[config.mk]
export PLATFORM = sky130hd
export DESIGN_NAME = baud_tick_gen
export DESIGN_NICKNAME = d
export VERILOG_FILES = /design/src/rtl/btg_pkg.sv /design/src/rtl/btg_pin_sync.sv /design/src/rtl/btg_prescaler.sv /design/src/rtl/btg_divider.sv /design/src/rtl/baud_tick_gen.sv
export SDC_FILE = /design/constraint.sdc
export NUM_CORES = 1
export LEC_CHECK = 0
export BUFFER_PORTS_ARGS = -buffer_cell sky130_fd_sc_hd__buf_2
export CAP_MARGIN = 20
export CORE_MARGIN = 2
export CORE_UTILIZATION = 50
export CTS_CLUSTER_SIZE = 16
export DETAILED_ROUTE_END_ITERATION = 16
export GPL_TIMING_DRIVEN = 1
export HOLD_SLACK_MARGIN = 0.05
export PLACE_DENSITY = 0.69
export SETUP_SLACK_MARGIN = 0.4
export SKIP_LAST_GASP = 1
export SLEW_MARGIN = 15
export SYNTH_ARGS = -nofsm -noshare
export SYNTH_HDL_FRONTEND = slang
export SYNTH_SLANG_ARGS = --single-unit
[constraint.sdc]
create_clock -name clk -period 4.05 [get_ports clk]
set_input_delay 0.2025 -clock clk [delete_from_list [all_inputs] [get_ports clk]]
set_output_delay 0.2025 -clock clk [all_outputs]
set_load 0.02 [all_outputs]
[src/rtl/btg_pkg.sv]
// Package: shared encodings for the baud tick generator.
// Assumes a 2-bit source select field whose bit 1 picks the external pin
// and whose bit 0 picks the divided path.
package btg_pkg;

    typedef enum logic [1:0] {
        SRC_INT_DIRECT = 2'b00,
        SRC_INT_DIV    = 2'b01,
        SRC_EXT_DIRECT = 2'b10,
        SRC_EXT_DIV    = 2'b11
    } src_mode_e;

    // True when the mode routes the source through the counters.
    function automatic logic mode_divided(input logic [1:0] m);
        return m[0];
    endfunction

    // True when the mode takes its enable from the external pin.
    function automatic logic mode_external(input logic [1:0] m);
        return m[1];
    endfunction

endpackage

[src/rtl/btg_pin_sync.sv]
// Module: btg_pin_sync
// Brings an asynchronous pin into the clk domain through a chain of STAGES
// flops, then flags a rising edge of the synchronised level for one cycle.
// Assumes the pin stays at each level for at least two clk cycles.
module btg_pin_sync #(
    parameter int STAGES = 2
) (
    input  logic clk,
    input  logic rst_n,
    input  logic pin_i,
    output logic rise_o
);

    logic [STAGES-1:0] chain_q;
    logic              prev_q;

    // First stage samples the raw pin.
    always_ff @(posedge clk) begin
        if (!rst_n) chain_q[0] <= 1'b0;
        else        chain_q[0] <= pin_i;
    end

    // Remaining stages shift the level along the chain.
    for (genvar g = 1; g < STAGES; g++) begin : g_stage
        always_ff @(posedge clk) begin
            if (!rst_n) chain_q[g] <= 1'b0;
            else        chain_q[g] <= chain_q[g-1];
        end
    end

    // Keeps the previous synchronised level for edge detection.
    always_ff @(posedge clk) begin
        if (!rst_n) prev_q <= 1'b0;
        else        prev_q <= chain_q[STAGES-1];
    end

    assign rise_o = chain_q[STAGES-1] & ~prev_q;

    // A rising-edge flag lasts one cycle
    p_rise_single_r6: assert property (@(posedge clk) disable iff (!rst_n)
        rise_o |=> !rise_o);

endmodule

[src/rtl/btg_prescaler.sv]
// Module: btg_prescaler
// Divides a stream of source enables by 4**sel (1, 4, 16 or 64 with a
// 2-bit select). Emits one enable on the source enable that completes the
// count. A clear forces the count to zero and suppresses that cycle's output.
module btg_prescaler #(
    parameter int SEL_W = 2
) (
    input  logic             clk,
    input  logic             rst_n,
    input  logic             clr_i,
    input  logic             en_i,
    input  logic [SEL_W-1:0] sel_i,
    output logic             en_o
);

    localparam int CNT_W = 2 * ((1 << SEL_W) - 1);

    logic [CNT_W-1:0] cnt_q;
    logic [CNT_W:0]   span;
    logic [CNT_W-1:0] last;
    logic             wrap;

    // Terminal count is 4**sel - 1.
    always_comb begin
        span = (CNT_W+1)'(1) << (2 * sel_i);
        last = CNT_W'(span - 1'b1);
    end

    assign wrap = en_i && (cnt_q == last);
    assign en_o = wrap && !clr_i;

    // Counts source enables, wrapping at the terminal count.
    always_ff @(posedge clk) begin
        if (!rst_n || clr_i) cnt_q <= '0;
        else if (en_i)       cnt_q <= wrap ? '0 : cnt_q + 1'b1;
    end

    // Count stays within the selected range
    p_pre_range_r4: assert property (@(posedge clk) disable iff (!rst_n)
        !clr_i |-> (cnt_q <= last));
    // A clear restarts the prescaler at zero
    p_pre_restart_r8: assert property (@(posedge clk) disable iff (!rst_n)
        clr_i |=> (cnt_q == '0));

endmodule

[src/rtl/btg_divider.sv]
// Module: btg_divider
// Counts prescaled enables modulo the divisor (0 means 2**DIV_W) and fires
// on the enable that completes each period. Clear has priority, zeroes the
// count and suppresses that cycle's output.
module btg_divider #(
    parameter int DIV_W = 8
) (
    input  logic             clk,
    input  logic             rst_n,
    input  logic             clr_i,
    input  logic             en_i,
    input  logic [DIV_W-1:0] div_i,
    output logic             fire_o
);

    logic [DIV_W-1:0] cnt_q;
    logic [DIV_W-1:0] last;
    logic             wrap;

    // Terminal count; a zero divisor maps to the full range.
    always_comb begin
        if (div_i == '0) last = '1;
        else             last = div_i - 1'b1;
    end

    assign wrap   = en_i && (cnt_q == last);
    assign fire_o = wrap && !clr_i;

    // Counts enables, wrapping at the terminal count.
    always_ff @(posedge clk) begin
        if (!rst_n || clr_i) cnt_q <= '0;
        else if (en_i)       cnt_q <= wrap ? '0 : cnt_q + 1'b1;
    end

    // Count stays below the divisor
    p_cnt_range_r3: assert property (@(posedge clk) disable iff (!rst_n)
        !clr_i |-> (cnt_q <= last));
    // A clear restarts the divider at zero
    p_div_restart_r8: assert property (@(posedge clk) disable iff (!rst_n)
        clr_i |=> (cnt_q == '0));

endmodule

[src/rtl/baud_tick_gen.sv]
// Module: baud_tick_gen
// Top of the baud tick generator. Picks the internal clock or the
// synchronised external pin edge as the source enable, optionally passes it
// through prescaler and divider, and registers the result as tick16_o.
// Assumes pre_sel_i and divisor_i are quasi-static. Any change to them
// restarts both counters.
module baud_tick_gen
    import btg_pkg::*;
#(
    parameter int DIV_W       = 8,
    parameter int SEL_W       = 2,
    parameter int SYNC_STAGES = 2
) (
    input  logic             clk,
    input  logic             rst_n,
    input  logic             ext_clk_i,
    input  logic [1:0]       src_sel_i,
    input  logic [SEL_W-1:0] pre_sel_i,
    input  logic [DIV_W-1:0] divisor_i,
    output logic             tick16_o
);

    localparam int CFG_W = SEL_W + DIV_W;

    logic [CFG_W-1:0] cfg_q;
    logic             cfg_chg;
    logic             ext_rise;
    logic             src_en;
    logic             pre_en;
    logic             div_fire;
    logic             tick_d;

    // Remembers the rate setting; loads it during reset so no restart follows reset.
    always_ff @(posedge clk) begin
        cfg_q <= {pre_sel_i, divisor_i};
    end

    assign cfg_chg = rst_n && ({pre_sel_i, divisor_i} != cfg_q);

    btg_pin_sync #(.STAGES(SYNC_STAGES)) u_sync (
        .clk    (clk),
        .rst_n  (rst_n),
        .pin_i  (ext_clk_i),
        .rise_o (ext_rise)
    );

    assign src_en = mode_external(src_sel_i) ? ext_rise : 1'b1;

    btg_prescaler #(.SEL_W(SEL_W)) u_pre (
        .clk    (clk),
        .rst_n  (rst_n),
        .clr_i  (cfg_chg),
        .en_i   (src_en),
        .sel_i  (pre_sel_i),
        .en_o   (pre_en)
    );

    btg_divider #(.DIV_W(DIV_W)) u_div (
        .clk    (clk),
        .rst_n  (rst_n),
        .clr_i  (cfg_chg),
        .en_i   (pre_en),
        .div_i  (divisor_i),
        .fire_o (div_fire)
    );

    assign tick_d = mode_divided(src_sel_i) ? div_fire : src_en;

    // Registers the selected enable as the output tick.
    always_ff @(posedge clk) begin
        if (!rst_n) tick16_o <= 1'b0;
        else        tick16_o <= tick_d;
    end

    // Internal direct mode ticks every cycle
    p_int_direct_r2: assert property (@(posedge clk) disable iff (!rst_n)
        (src_sel_i == SRC_INT_DIRECT) |=> tick16_o);
    // External direct mode ticks only on a pin rising edge
    p_ext_idle_r10: assert property (@(posedge clk) disable iff (!rst_n)
        ((src_sel_i == SRC_EXT_DIRECT) && !ext_rise) |=> !tick16_o);
    // A configuration change yields no tick in divided modes
    p_chg_quiet_r8: assert property (@(posedge clk) disable iff (!rst_n)
        (cfg_chg && mode_divided(src_sel_i)) |=> !tick16_o);

endmodule

---- Word-level counts from Yosys, hierarchy flattened ----
Index checks and enable logic that the tools add are counted.
storage, ports and cells
  logic and storage cells ................. 31
  input bits .............................. 15
  register bits after elaboration ......... 28
  output and inout bits ................... 1
cells by class
  multiplexer cells ....................... 5
  equality and inequality tests ........... 3
  $add $sub $neg .......................... 4
  bitwise logic cells ..................... 2
  reductions and logical operators ........ 9
  shifts and indexed selects .............. 1
operator list
  kind                                                                 count
  8-bit 2-to-1 mux                                                     2
  10-bit != test                                                       1
  8-bit by 1-bit adder with 8-bit output (second input constant)       1
  8-bit == test                                                        1
  8-bit logical NOT                                                    1
  8-bit by 1-bit subtractor with 8-bit output (second input constant)  1
  6-bit by 1-bit adder with 6-bit output (second input constant)       1
  6-bit == test                                                        1
  6-bit 2-to-1 mux                                                     1
  1-bit by 3-bit << shifter with 6-bit output (first input constant)   1
  6-bit by 1-bit subtractor with 6-bit output (second input constant)  1
  1-bit logical AND                                                    5
  1-bit logical NOT                                                    2
  1-bit 2-to-1 mux                                                     2
  1-bit AND                                                            1
  1-bit logical OR                                                     1
  1-bit NOT                                                            1

---- Longest topological paths before layout ----
Gate-level depths: netlist of the first run.
  word-level depth ........................ 8
  mapped depth ............................ 9

---- By module ----
Synthesis of the first run repeated with hierarchy kept, for this count alone.
unflattened totals
  cells, all modules ...................... 179
  area, all modules ....................... 1627.8 µm²
modules (own cells, without submodules)
  module         sequential area each (µm²)  cells each  area an instance (µm²)  instances
  btg_divider    160.2                       110         857.1                   1
  baud_tick_gen  220.2                       27          354.1                   1
  btg_prescaler  120.1                       35          324.1                   1
  btg_pin_sync   60.1                        7           92.6                    1

---- Worst setup path before layout of the first run ----
No wires, ideal clock.
  path kind ............................... input port to flip-flop
  from .................................... input divisor_i[0]
  to ...................................... register u_div.cnt_q[2]
  stages .................................. 9
  path buffers ............................ 1
  data arrival time ....................... 1.977 ns
  setup slack ............................. 1.946 ns
  setup time .............................. 0.127 ns
  required time ........................... 3.923 ns
  cells stage by stage .................... buf_2 inv_1 ha_1 or3b_2 o21ai_2 o311a_1 o2111ai_2 o31ai_4 nor2_1
on the way
  longest elaborated chain between the ends .. 6
  elaborated cells between the ends (all ways) .. 11
  those cells by class .................... add/sub: 1; eq/ne: 2; mux: 2; reduce/logical: 6
RTL lines
  what                                                                                                 RTL line             text
  from (decl)                                                                                          baud_tick_gen.sv:19  input logic [DIV_W-1:0] divisor_i,
  parallel branches: the longest is 6 deep, another holds 8-bit by 1-bit subtractor with 8-bit output  n/a
  to (signal assigned)                                                                                 btg_divider.sv:32    else if (en_i) cnt_q <= wrap ? '0 : cnt_q + 1'b1;
  to (decl)                                                                                            btg_divider.sv:16    logic [DIV_W-1:0] cnt_q;
Several ways; the timed one is not identified.
A chain may end at the register's enable or synchronous reset.

---- Final worst setup path of the first run ----
  from .................................... input pre_sel_i[1]
  to ...................................... register u_div.cnt_q[7]
on the way
  longest elaborated chain between the ends .. 7
  elaborated cells between the ends (all ways) .. 11
  those cells by class .................... add/sub: 1; eq/ne: 2; shift: 1; mux: 1; reduce/logical: 6
RTL lines
  what                                         RTL line             text
  from (decl)                                  baud_tick_gen.sv:18  input logic [SEL_W-1:0] pre_sel_i,
  1-bit by 3-bit << shifter with 6-bit output  btg_prescaler.sv:25  span = (CNT_W+1)'(1) << (2 * sel_i);
  6-bit by 1-bit subtractor with 6-bit output  btg_prescaler.sv:26  last = CNT_W'(span - 1'b1);
  6-bit == test                                btg_prescaler.sv:29  assign wrap = en_i && (cnt_q == last);
  1-bit logical AND                            btg_prescaler.sv:29
  1-bit logical AND                            btg_prescaler.sv:30  assign en_o = wrap && !clr_i;
  1-bit logical AND                            btg_divider.sv:26    assign wrap = en_i && (cnt_q == last);
  8-bit 2-to-1 mux                             btg_divider.sv:32
Parallel ways exist; a longest one is shown, timed or not.

==> summary.txt, run 1 <==
Run status
  – Status: finished, final reports clean

Cells and area
  – Fin util: 0.5733
  – # nets final: roughly 210
  – Fillers: around 280
  – Antenna Cells: 0
  – Area growth syn-to-layout: 10.52%
  – Layout cells sized above 1: 0.1667

Placed design
  – Gp weighted congestion: between 0.8 and 0.9
  – Dpl hpwl: ~2400 µm
  – # port buffers: 15

Synthesis
  – Post-synth top area share: 0.3598
  – Asr flop ratio synth: 0
  – Syn Inst Count: about 170
  – Synth top area cells: dfxtp_1 (36%), xnor2_1 (12%), nand2_1 (4.1%)
  – EDFF count, synth: 0
  – Ys flop type: dfxtp_1
  – Syn_area_per_cell: approximately 9 µm²
  – Area leader, netlist: dfxtp_1
  – Netlist Area Pre-Place: around 0.0016 mm²
  – Register area share after synthesis: 0.3598
  – Most instantiated cells after synthesis: dfxtp_1 (28), xnor2_1 (21), nand2_1 (17)
  – Register bit total from synthesis: 28
  – YS warnings: 0
  – Post-synthesis net count: 193
  – Yosys cell types: slightly above 50
  – Top-count cell post-synth: dfxtp_1

Timing
  – Max Freq: around 0.38 GHz
  – Final setup violation count: 0
  – Minimum clock period: approximately 2700 ps
  – Worst-Margin Slew: ~530 ps
  – Relative slew slack: 0.6467
  – Max-slew violations: 0
  – Final period util: 0.6551
  – Total negative slack: 0 ps
  – Fin Clk Skew: around 2.4 ps
  – RSZ-0062 raised after global routing: false
  – Fin. Hold Viols: 0

Routing
  – Remaining DRCs: 0
  – DRT iter0 DRCs: 94
  – Via Count: approximately 1.3k
  – DR WL/cell: around 14 µm
  – DRT antenna net count: 0
  – DRT Wirelength: slightly above 3000 µm
  – Drt pass-1 iters: 4
  – Vias per cell: ~5.7

Global routing
  – Total GRT Usage: 0.1831
  – First-pass GRT wire length: approximately 5000 µm
  – Met3 Usage GRT: 0.03030
  – Global routing's busiest layer: met2
  – Initial antenna violation count: 0
  – Met2 Use GR: 0.3261
  – M1 GR Usage: 0.2146
  – Largest net degree at the start of global routing: 16
  – Global route total overflow: 0
  – Vias in the first global route: 1216

Setup path
  – Req. time, crit path: 4270 ps
  – Type of origin of the critical path: primary input
  – WS Path Type: in -> reg
  – CP endpoint kind: register
  – Worst-path maximum fanout: 7
  – Crit path arrival time: roughly 2900 ps

Clocking
  – Postcts setup bufs: 0
  – Clock latency at the later pin of the worst-skew pair: approximately 320 ps
  – CTS tree: done
  – Hold-fix buffers, CTS: 0
  – # H-tree levels: 1
  – Clock Tree Buf Depth: 2
  – Clk pin slew, worst setup/hold paths: around 140 ps
  – CTS Buf Count: 3
  – Post-CTS resize count: 0
  – CTS root buf: clkbuf_4
  – Clk sink count: 28

Hold path
  – Worst min-delay path class: in -> reg

Die
  – Std-Cell Core Area: roughly 0.003 mm²
  – DIE HEIGHT: 59.82 µm
  – Die Area: 0.003578 mm²
  – # IOs: 16
  – Site row count: 20
  – Die W: ~60 µm
  – Starting Density: 0.5187

Power and ir drop
  – Pwr dens: 284.6 mW/mm²
  – Worst VDD drop: 0.1697 mV
  – Leakage: just over 0.6 nW

Flow run
  – Max_cap viols: 0
[state kept, by name (all words and copies together) (netlist names)]
| name | cells |
|---|---|
| u_div.cnt_q | 8 |
| u_sync.prev_q | 1 |
| u_sync.chain_q | 2 |
| u_pre.cnt_q | 6 |
| tick16_o | 1 |
| cfg_q | 10 |
[metal layers]
metal / vias up / wire length, µm / part of all wire
met5: - / 0 / 0
met4: 0 / 18 / 0.0059
met3: 2 / 133 / 0.044
met2: 31 / 1464 / 0.48
met1: 603 / 1432 / 0.47
li1: 649 / - / -
[metrics by stage]
stage / setup slack (ps) / power, mW / hold slack (ps) / instance area (µm²) / std cells
finish: 1397 / 0.4900 / 77.21 / 1722 / 225
global route: 1281 / 0.5143 / 49.95 / 1722 / 225
CTS: 1876 / 0.4908 / 51.40 / 1682 / 221
detailed placement: 1614 / 0.3596 / 395.7 / 1645 / 217
global placement: 1694 / 0.3576 / 380.0 / 1645 / 217
floorplan: 1946 / 0.3402 / 230.2 / 1558 / 173
[cells by family (layout without fill, tap and decap cells)]
family,count (synthesis),in the layout,share of synthesized area
XOR/XNOR,28,28,0.1574
AO/OA/AOI/OAI,29,29,0.1558
multiplexers,1,1,0.007228
AND/OR/NAND/NOR,74,74,0.2514
adder cells (fa/ha/maj),5,5,0.04016
buffers and inverters,8,27,0.02810
flip-flops,28,28,0.3598
[critical path, cell delays in order]
cell and delay [ps]:
dlygate4sd3_1 530, buf_2 160, or2_2 320, ha_1 310
xnor2_1 120, a211oi_1 250, o21a_2 280, o2111ai_2 200
o31ai_4 420, nor2_1 90
[worst paths after layout]
path / start / end / slack (ps) / depth (start not counted)
max reg2reg: u_pre.cnt_q[5] / u_div.cnt_q[7] / 1870 / 6
min: divisor_i[1] / cfg_q[1] / 80 / 1
max: pre_sel_i[1] / u_div.cnt_q[7] / 1400 / 10
min reg2reg: u_sync.chain_q[0] / u_sync.chain_q[1] / 450 / 1
[where the power goes]
| group | total, mW | switching (mW) | internal, mW |
|---|---|---|---|
| combinational | 0.0716 | 0.0391 | 0.0325 |
| clock | 0.133 | 0.0783 | 0.0549 |
| sequential | 0.285 | 0.00269 | 0.283 |
[layout by cell type (no fill, tap or decap), types with 2 or more instances in the layout]
| cell type | n |
|---|---|
| o21a_1 | 2 |
| nand3_1 | 3 |
| xor2_1 | 7 |
| dlygate4sd3_1 | 4 |
| nor3_1 | 6 |
| nor2_1 | 16 |
| nand2_1 | 17 |
| and2_1 | 5 |
| nor4_1 | 3 |
| and3_1 | 2 |
| clkbuf_4 | 3 |
| o211ai_1 | 2 |
| a21oi_1 | 6 |
| nand4_1 | 7 |
| o21bai_1 | 2 |
| buf_2 | 15 |
| inv_1 | 4 |
| xnor2_1 | 21 |
| o21ai_0 | 2 |
| dfxtp_1 | 28 |
| or2_2 | 2 |
| nand2b_1 | 2 |
| ha_1 | 5 |
[layout make-up]
| cell class | instances | area, µm² | area share |
|---|---|---|---|
| Multi-Input combinational cell | 137 | 953.4 | 0.5538 |
| Sequential cell | 28 | 560.5 | 0.3256 |
| Timing Repair Buffer | 19 | 115.1 | 0.06686 |
| Tap cell | 33 | 41.29 | 0.02398 |
| Clock buffer | 4 | 36.28 | 0.02108 |
| Inverter | 4 | 15.01 | 0.008721 |
Note: power is estimated with default switching activity, not from simulation.
==> inputs of run 2 (changes only) <==
==> constraint.sdc (replaced) <==
create_clock -name clk -period 2.8 [get_ports clk]
set_input_delay 0.14 -clock clk [delete_from_list [all_inputs] [get_ports clk]]
set_output_delay 0.14 -clock clk [all_outputs]
set_load 0.02 [all_outputs]
==> run 2 against run 1 <==
Compared with the run above:
- sequential power up 45%
- sequential share of layout area down 1.4 points
- combinational power up 58%
- flip-flop and latch count unchanged
- register-to-register slack worse by 1200 ps
- non-clock buffer count up 8
- die area unchanged
- count of clock-buffer cells in the layout unchanged
- final cell count up 3.6%
- via count up 3.0%
- global-route usage up 0.67 points
- first-iteration DRC count down 17%
- critical path type unchanged
- critical endpoint unchanged
- largest power group unchanged
- highest routed layer unchanged
==> summary.txt, run 2 (synthesis gave the netlist of run 1 again) <==
Run status
  – Status: finished, final reports clean (unchanged)

Setup path
  – CP delay by family, top: compound AO/OA/AOI/OAI gates (unchanged)
  – CP max stage cell: dlygate4sd3_1 (unchanged)
  – Worst-path cell chain: dlygate4sd3_1 -> buf_2 -> xnor2_1 -> nand4_1 -> o41ai_4 -> o2111ai_2 -> o31ai_4 -> nor2_1 (was dlygate4sd3_1 -> buf_2 -> or2_2 -> ha_1 -> xnor2_1 -> a211oi_1 -> o21a_2 -> o2111ai_2 -> o31ai_4 -> nor2_1)
  – Worst-path maximum fanout: 9 (was 7)
  – Number of cells on the critical path: 8 (was 10)
  – WS Path Type: in -> reg (unchanged)
  – Type of origin of the critical path: primary input (unchanged)
  – Req. time, crit path: 3020 ps (was 4270 ps)
  – Crit path arrival time: 2450 ps (was 2870 ps)
  – WP buf/inv: 2 (unchanged)
  – R2r worst-path depth: 6 (unchanged)
  – CP endpoint kind: register (unchanged)
  – Max incr delay on CP: 530 ps (about the same)

Cells and area
  – Post-route design area: 0.001802 mm² (was 0.001722 mm²)
  – Largest register by flop count: cfg_q (unchanged)
  – Layout cells sized above 1: 0.1600 (was 0.1667)
  – Max reg flops: 10 (unchanged)
  – Fillers: 262 (was 277)
  – # nets final: 221 (was 213)
  – Top Registers: cfg_q: 10 flops, u_div.cnt_q: 8 flops, u_pre.cnt_q: 6 flops (unchanged)
  – Area growth syn-to-layout: 15.66% (was 10.52%)
  – Antenna Cells: 0 (unchanged)
  – Most common cell after layout, fill and taps aside: dfxtp_1 (unchanged)
  – Most frequent cells in the layout: dfxtp_1 (28), xnor2_1 (21), nand2_1 (17) (unchanged)

Die
  – Die W: 59.82 µm (unchanged)
  – Starting Density: 0.5187 (unchanged)
  – DIE HEIGHT: 59.82 µm (unchanged)
  – # IOs: 16 (unchanged)
  – Die Area: 0.003578 mm² (unchanged)
  – Std-Cell Core Area: 0.003003 mm² (unchanged)
  – Site row count: 20 (unchanged)

Placed design
  – Dpl ws: 426.6 ps (was 1614 ps)
  – Dpl cell area: 0.001645 mm² (unchanged)
  – # port buffers: 15 (unchanged)
  – Gp weighted congestion: 0.8366 (unchanged)
  – Dpl hpwl: 2377 µm (unchanged)

Flow run
  – Max_cap viols: 0 (unchanged)

Routing
  – Via Count: 1323 (was 1285)
  – Drt pass-1 iters: 4 (unchanged)
  – Routed wl met3: 127 µm (was 133 µm)
  – DRT iter0 DRCs: 78 (was 94)
  – DRT Wirelength: 3151 µm (was 3048 µm)
  – Met1 WL: 1454 µm (was 1432 µm)
  – Vias per cell: 5.678 (was 5.711)
  – DRT antenna net count: 0 (unchanged)
  – DR WL met2: 1551 µm (was 1464 µm)
  – Remaining DRCs: 0 (unchanged)
  – DR WL/cell: 13.52 µm (was 13.55 µm)
  – Top Metal Used: met4 (unchanged)

Timing
  – Max Freq: about 0.45 GHz
  – Relative slew slack: 0.6468 (was 0.6467)
  – Final period util: 0.7981
  – Minimum clock period: around 2200 ps
  – Final setup violation count: 0 (unchanged)
  – Setup ws final: 565.3 ps (was 1397 ps)
  – Hold slack: 131.4 ps (was 77.21 ps)
  – Fin. Hold Viols: 0 (unchanged)
  – Worst-Margin Slew: 526.2 ps (was 526.5 ps)
  – RSZ-0062 raised after global routing: false (unchanged)
  – Fin Clk Skew: 2.589 ps (was 2.446 ps)
  – Max-slew violations: 0 (unchanged)
  – Total negative slack: 0 ps (unchanged)

Clocking
  – Clk pin slew, worst setup/hold paths: 140 ps (about the same)
  – Clk sink count: 28 (unchanged)
  – Clock latency at the later pin of the worst-skew pair: 320 ps (about the same)
  – Clock Tree Buf Depth: 2 (unchanged)
  – Post-CTS resize count: 0 (unchanged)
  – # H-tree levels: 1 (unchanged)
  – CTS root buf: clkbuf_4 (unchanged)
  – CTS tree: done (unchanged)
  – CTS Buf Count: 3 (unchanged)

Power and ir drop
  – Leakage: 0.6526 nW (was 0.6192 nW)
  – Worst VDD drop: 0.2452 mV (was 0.1697 mV)
  – Pwr dens: 398.3 mW/mm² (was 284.6 mW/mm²)

Global routing
  – Initial antenna violation count: 0 (unchanged)
  – First-pass GRT wire length: 5181 µm (was 5002 µm)
  – Global route total overflow: 0 (unchanged)
  – Largest net degree at the start of global routing: 16 (unchanged)
  – Vias in the first global route: 1257 (was 1216)
  – Total GRT Usage: 0.1898 (was 0.1831)

Hold path
  – Worst min-delay path class: in -> reg (unchanged)
  – Hold path cells: 2 (was 1)
==> run 2: cell types whose count changed in the layout (fill, tap and decap cells not counted) <==
| cell | previous run | this run |
|---|---|---|
| dlygate4sd3_1 | 4 | 12 |
==> run 2: final cells by class <==
type | instances | area [µm²] | share of cell area
inverter | 4 | 15.01 | 0.008333
sequential | 28 | 560.5 | 0.3111
clock buffer | 4 | 36.28 | 0.02014
timing repair buffer | 27 | 195.2 | 0.1083
multi-input combinational | 137 | 953.4 | 0.5292
tap | 33 | 41.29 | 0.02292
==> run 2: where the power goes <==
group / switching (mW) / internal, mW
clock: 0.113 / 0.0795
sequential: 0.00396 / 0.409
combinational: 0.0584 / 0.0542
==> run 2: per-stage QoR <==
step                      cells  utilization  power, mW
after detailed placement    217       0.5479     0.5201
after global placement      217       0.5479     0.5173
after global routing        233       0.6000     0.7534
after floorplan             173            -     0.4920
after CTS                   232       0.5967     0.7216
final                       233       0.6000     0.7176
==> run 2: metal layers <==
metal  GRT usage  up-vias
met1      0.2252      626
met3     0.03030        2
met4     0.07619        0
li1            -      664
met2      0.3370       31
met5           0        -
==> run 2: repair_timing <==
| action | 4_1_cts | 5_1_grt |
|---|---|---|
| hold buffers | 11 | 1 |
| buffers inserted | 0 | 0 |
| setup endpoints to repair | 0 | 1 |
| endpoints found under the hold margin | 11 | 1 |
==> run 2: path summary, 6_finish.rpt <==
| kind | from | end | slack, ps |
|---|---|---|---|
| worst max-delay path | divisor_i[2] | u_div.cnt_q[7] | 570 |
| worst min-delay path | rst_n | u_sync.chain_q[1] | 130 |
| worst max register to register | u_pre.cnt_q[5] | u_div.cnt_q[7] | 660 |
| worst min register to register | u_sync.chain_q[0] | u_sync.chain_q[1] | 450 |
